`src/rtl/alarm_timer_pkg.sv`:
```
package alarm_timer_pkg;

  typedef enum logic [1:0] {
    ADDR_CTRL = 2'd0,
    ADDR_INIT = 2'd1,
    ADDR_CUR  = 2'd2,
    ADDR_DIV  = 2'd3
  } regAddr_t;

  // strobes from the register side to the counting side
  typedef struct packed {
    logic loadInit;
    logic restartPre;
  } strobe_t;

  localparam int EXP_W = 3;

  // ratio code -> log2 of divisor; bit 2 of the code is ignored
  function automatic logic [EXP_W-1:0] divExpOf(input logic [3:0] code);
    return {code[3], code[1], code[0]} + 3'd1;
  endfunction

endpackage

```
`src/rtl/alarm_timer_regs.sv`:
```
module alarm_timer_regs
  import alarm_timer_pkg::*;
#(
  parameter int CNT_W = 32,
  parameter int VEC_W = 8
) (
  input  logic             clk,
  input  logic             rstN,
  input  logic             wrEn,
  input  logic [1:0]       addr,
  input  logic [CNT_W-1:0] wrData,
  input  logic [CNT_W-1:0] curCount,
  output strobe_t          strobe,
  output logic [CNT_W-1:0] reloadValue,
  output logic [VEC_W-1:0] vector,
  output logic             maskBit,
  output logic             periodic,
  output logic [EXP_W-1:0] divExp,
  output logic [CNT_W-1:0] rdData
);

  localparam int MASK_POS = 16;
  localparam int MODE_POS = 17;
  localparam int DIV_W    = 4;

  regAddr_t           regSel;
  logic [DIV_W-1:0]   divCode;

  assign regSel = regAddr_t'(addr);

  always_comb begin
    strobe.loadInit   = wrEn && (regSel == ADDR_INIT);
    strobe.restartPre = wrEn && ((regSel == ADDR_INIT) || (regSel == ADDR_DIV));
  end

  always_ff @(posedge clk or negedge rstN) begin
    if (!rstN) begin
      vector      <= '0;
      maskBit     <= 1'b1;
      periodic    <= 1'b0;
      divCode     <= '0;
      reloadValue <= '0;
    end else if (wrEn) begin
      unique case (regSel)
        ADDR_CTRL: begin
          vector   <= wrData[VEC_W-1:0];
          maskBit  <= wrData[MASK_POS];
          periodic <= wrData[MODE_POS];
        end
        ADDR_INIT: reloadValue <= wrData;
        ADDR_DIV:  divCode     <= wrData[DIV_W-1:0];
        default:   ;
      endcase
    end
  end

  assign divExp = divExpOf(divCode);

  always_comb begin
    rdData = '0;
    unique case (regSel)
      ADDR_CTRL: begin
        rdData[VEC_W-1:0] = vector;
        rdData[MASK_POS]  = maskBit;
        rdData[MODE_POS]  = periodic;
      end
      ADDR_INIT: rdData = reloadValue;
      ADDR_CUR:  rdData = curCount;
      default:   rdData[DIV_W-1:0] = divCode;
    endcase
  end


  cur_write_ignored_chk: assert property (@(posedge clk) disable iff (!rstN)
    (wrEn && regSel == ADDR_CUR) |=> ($stable(reloadValue) && $stable(vector) && $stable(divCode)));

endmodule

```
`src/rtl/alarm_timer_core.sv`:
```
module alarm_timer_core
  import alarm_timer_pkg::*;
#(
  parameter int CNT_W = 32,
  parameter int VEC_W = 8
) (
  input  logic             clk,
  input  logic             rstN,
  input  strobe_t          strobe,
  input  logic [CNT_W-1:0] loadValue,
  input  logic [CNT_W-1:0] reloadValue,
  input  logic [VEC_W-1:0] vector,
  input  logic             maskBit,
  input  logic             periodic,
  input  logic [EXP_W-1:0] divExp,
  output logic [CNT_W-1:0] curCount,
  output logic             irqPulse,
  output logic [VEC_W-1:0] irqVector
);

  localparam int PRE_W = (1 << EXP_W) - 1;

  logic [PRE_W-1:0] preCnt;
  logic [PRE_W-1:0] preLast;
  logic             tick;
  logic             lastStep;

  always_comb begin
    for (int i = 0; i < PRE_W; i++) preLast[i] = (i < int'(divExp));
  end

  assign tick     = (preCnt == preLast) && !strobe.restartPre;
  assign lastStep = tick && (curCount == CNT_W'(1));

  always_ff @(posedge clk or negedge rstN) begin
    if (!rstN)                               preCnt <= '0;
    else if (strobe.restartPre || tick)      preCnt <= '0;
    else                                     preCnt <= preCnt + 1'b1;
  end

  always_ff @(posedge clk or negedge rstN) begin
    if (!rstN) begin
      curCount  <= '0;
      irqPulse  <= 1'b0;
      irqVector <= '0;
    end else begin
      irqPulse  <= 1'b0;
      irqVector <= '0;
      if (strobe.loadInit) begin
        curCount <= loadValue;
      end else if (lastStep) begin
        curCount  <= periodic ? reloadValue : '0;
        irqPulse  <= !maskBit;
        irqVector <= maskBit ? '0 : vector;
      end else if (tick && curCount != '0) begin
        curCount <= curCount - 1'b1;
      end
    end
  end


  irq_after_one_chk: assert property (@(posedge clk) disable iff (!rstN)
    irqPulse |-> ($past(curCount) == CNT_W'(1)));

  irq_unmasked_chk: assert property (@(posedge clk) disable iff (!rstN)
    irqPulse |-> !$past(maskBit));

  load_value_chk: assert property (@(posedge clk) disable iff (!rstN)
    strobe.loadInit |=> (curCount == $past(loadValue)));

  idle_zero_chk: assert property (@(posedge clk) disable iff (!rstN)
    (curCount == '0 && !strobe.loadInit) |=> (curCount == '0 && !irqPulse));

  hold_between_ticks_chk: assert property (@(posedge clk) disable iff (!rstN)
    (!strobe.loadInit && !tick) |=> $stable(curCount));

endmodule

```
`src/rtl/core_alarm_timer.sv`:
```
module core_alarm_timer
  import alarm_timer_pkg::*;
#(
  parameter int CNT_W = 32,
  parameter int VEC_W = 8
) (
  input  logic             clk,
  input  logic             rstN,
  input  logic             wrEn,
  input  logic [1:0]       addr,
  input  logic [CNT_W-1:0] wrData,
  output logic [CNT_W-1:0] rdData,
  output logic             irqPulse,
  output logic [VEC_W-1:0] irqVector
);

  strobe_t          strobe;
  logic [CNT_W-1:0] reloadValue;
  logic [CNT_W-1:0] curCount;
  logic [VEC_W-1:0] vector;
  logic             maskBit;
  logic             periodic;
  logic [EXP_W-1:0] divExp;

  alarm_timer_regs #(.CNT_W(CNT_W), .VEC_W(VEC_W)) regsI (
    .clk(clk), .rstN(rstN), .wrEn(wrEn), .addr(addr), .wrData(wrData),
    .curCount(curCount), .strobe(strobe), .reloadValue(reloadValue),
    .vector(vector), .maskBit(maskBit), .periodic(periodic),
    .divExp(divExp), .rdData(rdData)
  );

  alarm_timer_core #(.CNT_W(CNT_W), .VEC_W(VEC_W)) coreI (
    .clk(clk), .rstN(rstN), .strobe(strobe), .loadValue(wrData),
    .reloadValue(reloadValue), .vector(vector), .maskBit(maskBit),
    .periodic(periodic), .divExp(divExp), .curCount(curCount),
    .irqPulse(irqPulse), .irqVector(irqVector)
  );

endmodule

```
`config.mk`:
```
export PLATFORM = sky130hd
export DESIGN_NAME = core_alarm_timer
export DESIGN_NICKNAME = d
export VERILOG_FILES = /design/src/rtl/alarm_timer_pkg.sv /design/src/rtl/alarm_timer_regs.sv /design/src/rtl/alarm_timer_core.sv /design/src/rtl/core_alarm_timer.sv
export SDC_FILE = /design/constraint.sdc
export NUM_CORES = 1
export LEC_CHECK = 0
export BUFFER_PORTS_ARGS = -buffer_cell sky130_fd_sc_hd__buf_2
export CORE_ASPECT_RATIO = 0.9
export CORE_MARGIN = 4
export CORE_UTILIZATION = 62
export CTS_CLUSTER_DIAMETER = 150
export DETAILED_ROUTE_END_ITERATION = 16
export MAX_ROUTING_LAYER = met4
export PLACE_DENSITY = 0.85
export SYNTH_ARGS = -nofsm -noshare
export SYNTH_HDL_FRONTEND = slang
export SYNTH_SLANG_ARGS = --single-unit
```
`constraint.sdc`:
```
create_clock -name clk -period 4.5 [get_ports clk]
set_input_delay 0.9 -clock clk [delete_from_list [all_inputs] [get_ports clk]]
set_output_delay 0.9 -clock clk [all_outputs]
set_load 0.03 [all_outputs]
```
==> results_dict.tcl <==
set metrics [dict create \
    status "complete, no violations" \
    io_pins 78 \
    fin_util 0.714 \
    dp_hpwl_mm 10.1 \
    drt_drc_violations_left 0 \
    row_count 32 \
    drt-pass1-iter-count 6 \
    slowest_delay_ns 0.71 \
    ant_nets 0 \
    synth_area_leaders "dfrtp_1 43%, nand2_1 9.2%, a21oi_1 3.6%" \
    p_comb_frac 0.338 \
    synth_seq_area_share 0.431 \
    cts.sinks 94 \
    n_antenna_cell 0 \
    drv_slew 0 \
    detail_route.wl_per_cell_um 18.1 \
    clockRootBuffer "clkbuf_8" \
    synth.avg_cell_area_um2 8.49 \
    grt_pass1_vias 4951 \
    timing.fmax_mhz 263 \
    post_cts_buffers 0 \
    portBuffers 77 \
    switching_share 0.410 \
    path_clk_slew_ns 0.10 \
    rr_startpoint "coreI.curCount[18]$_DFFE_PN0P_" \
    layout-drive-gt1-share 0.189 \
    synthDistinctLibCells 52 \
    clock_skew_ns 0.00866 \
    path_cells "or4_1 > or4_1 > nor4_1 > or3_1 > buf_4 > o21ai_0 > a31oi_1" \
    antenna_found_initial 0 \
    die_h_um 97.1 \
    p_int_w 0.00164 \
    clock_power_share 0.194 \
    nets 746 \
    initial_utilization 0.638 \
    vias_per_cell 6.38 \
    hold_buffers 0 \
    whs_path_depth 1 \
    p_seq_frac 0.468 \
    hold_path_class "reg2reg" \
    grt_max_degree 74 \
    gp_congestion 0.916 \
    yosysTopAreaCell "dfrtp_1" \
    clk-insertion-delay-late_ns 0.37 \
    dieArea_mm2 0.0104 \
    hold_viol 0 \
    nFillCells 713 \
    grt_overflow 0 \
    cts_buffers 9 \
    synthCells 644 \
    regToRegSetupSlack_ns 0.70 \
    required_ns 4.80 \
    p_leak_nw 2.81 \
    cp-end-kind "flop" \
    die_x_um 107 \
    synthesis.nets 690 \
    power.density_mw_per_mm2 453 \
    cts_resized 0 \
    r2r_cells 7 \
    ir_drop_mv 0.248 \
    min_to "coreI.irqVector[7]$_DFF_PN0_" \
    yosys_warnings 0 \
    placeableCoreArea_mm2 0.00857 \
    mostFrequentLayoutCells "133 x nand2_1, 93 x dfrtp_1, 76 x buf_2" \
    drv_cap 0 \
    htreeDepth 3 \
    setup-violations-final 0 \
    synthArstFlopShare 1.00 \
    switching_power_w 0.00114 \
    reg2reg_to "coreI.curCount[21]$_DFFE_PN0P_" \
    synth_area_mm2 0.00547 \
    vias 5257 \
    drt-total-wl_mm 15.0 \
    mostFrequentLayoutCell "nand2_1" \
    drt-initial-drc-count 624 \
    grt_pass1_wl_mm 25.0 \
    max_slew_margin 0.360 \
    synth_top_cell_area_share 0.426 \
    worstMarginPinSlew_ns 0.960 \
    grt_usage 0.303 \
    crit_path_max_fanout 25 \
    crit_path_top_delay_cell "or4_1" \
    hp-start "regsI.vector[7]$_DFFE_PN0P_" \
    critPathMostFrequentCell "or4_1" \
    area_growth_pct 11.9 \
    clock_path_buffers 2 \
    synth_enable_flop_cells 0 \
    post-route-min-period_ns 3.80 \
    final.period_utilization 0.844 \
    tns_ns 0 \
    path_class "reg2reg" \
    ys.flop_type "dfrtp_1" \
    worst_setup_path_start_kind "flop" \
    ys_ff_latch 94 \
    cts_tree "yes" \
    rsz0062_at_grt "false" \
    arrival_ns 4.09 \
]
[worst max path at each step]
| stage | start | endpoint | slack, ns | cells after the start |
|---|---|---|---|---|
| after floorplan | addr[1] | rdData[2] | 1.36 | 6 |
| after global placement | coreI.curCount[18]$_DFFE_PN0P_ | coreI.curCount[22]$_DFFE_PN0P_ | 0.93 | 7 |
| after detailed placement | coreI.curCount[18]$_DFFE_PN0P_ | coreI.curCount[21]$_DFFE_PN0P_ | 0.83 | 7 |
| after CTS | coreI.curCount[18]$_DFFE_PN0P_ | coreI.curCount[21]$_DFFE_PN0P_ | 0.79 | 7 |
| after global routing | coreI.curCount[18]$_DFFE_PN0P_ | coreI.curCount[22]$_DFFE_PN0P_ | 0.50 | 7 |
| final | coreI.curCount[18]$_DFFE_PN0P_ | coreI.curCount[21]$_DFFE_PN0P_ | 0.70 | 7 |
[routing by layer]
layer / up-vias / global-route usage / share of wire
li1: 2392 / - / -
met1: 2504 / 0.421 / 0.41
met2: 315 / 0.466 / 0.47
met3: 46 / 0.0465 / 0.089
met4: 0 / 0.0875 / 0.028
met5: - / - / 0
[area by class of cell]
class | count | area (um2) | area share
Clock buffer | 10 | 138 | 0.0225
Clock inverter | 6 | 43.8 | 0.00716
Inverter | 10 | 37.5 | 0.00613
Multi-Input combinational cell | 494 | 2900 | 0.475
Sequential cell | 94 | 2350 | 0.385
Tap cell | 119 | 149 | 0.0243
Timing Repair Buffer | 91 | 493 | 0.0806
[cell usage after synthesis, types with 5 or more instances]
cell      number
a21oi_1       39
a222oi_1      10
a22oi_1       26
and2_1         9
buf_2          5
clkbuf_1      40
dfrtp_1       93
ha_1           9
inv_1         10
mux2_2        14
mux2i_1        7
nand2_1      134
nand3_1       22
nor2_1        51
nor2b_1       24
nor3_1        14
nor4_1         9
o21ai_0       28
o311ai_0       6
or3_1          8
or4_1          5
xnor2_1        7
xor2_1        15
[cell families after synthesis]
group                      share of synthesized area
xor gates and xnor gates                      0.0352
buffers and inverters                         0.0396
and+or+nand+nor                                0.255
AOI/OAI and AO/OA                              0.177
adders and majority gates                     0.0206
muxes                                         0.0417
DFF                                            0.431
[sequential cells by signal (all words and copies together), names as in the netlist]
| register | count |
|---|---|
| coreI.irqPulse | 1 |
| regsI.vector | 8 |
| regsI.maskBit | 1 |
| regsI.periodic | 1 |
| regsI.reloadValue | 32 |
| coreI.irqVector | 8 |
| coreI.preCnt | 7 |
| regsI.divCode | 4 |
| coreI.curCount | 32 |
[through the flow]
stage / cell area [um2] / hold slack [ns] / worst slack, ns / power (W) / std cells
after floorplan: 5470 / 0.461 / 1.36 / 0.00193 / 644
after global placement: 5940 / 0.487 / 0.932 / 0.00217 / 808
after detailed placement: 5940 / 0.486 / 0.834 / 0.00222 / 808
after CTS: 6120 / 0.508 / 0.788 / 0.00276 / 824
after global routing: 6120 / 0.541 / 0.498 / 0.00294 / 824
final: 6120 / 0.501 / 0.701 / 0.00277 / 824
[power groups by stage]
| stage | clock network (W) | logic (W) | registers (W) |
|---|---|---|---|
| floorplan | 0 | 0.000745 | 0.00119 |
| global placement | 0 | 0.000877 | 0.00129 |
| detailed placement | 0 | 0.000917 | 0.00130 |
| CTS | 0.000539 | 0.000931 | 0.00129 |
| global route | 0.000577 | 0.00103 | 0.00133 |
| finish | 0.000537 | 0.000937 | 0.00130 |
[critical path: cells and delay by family (launching register included)]
kind / cells / cell delay [ns]
buffers and inverters: 1 / 0.38
AND/OR/NAND/NOR: 4 / 2.56
flip-flops: 1 / 0.45
AO/OA/AOI/OAI: 2 / 0.33
Power figures use the tool's default switching activity.
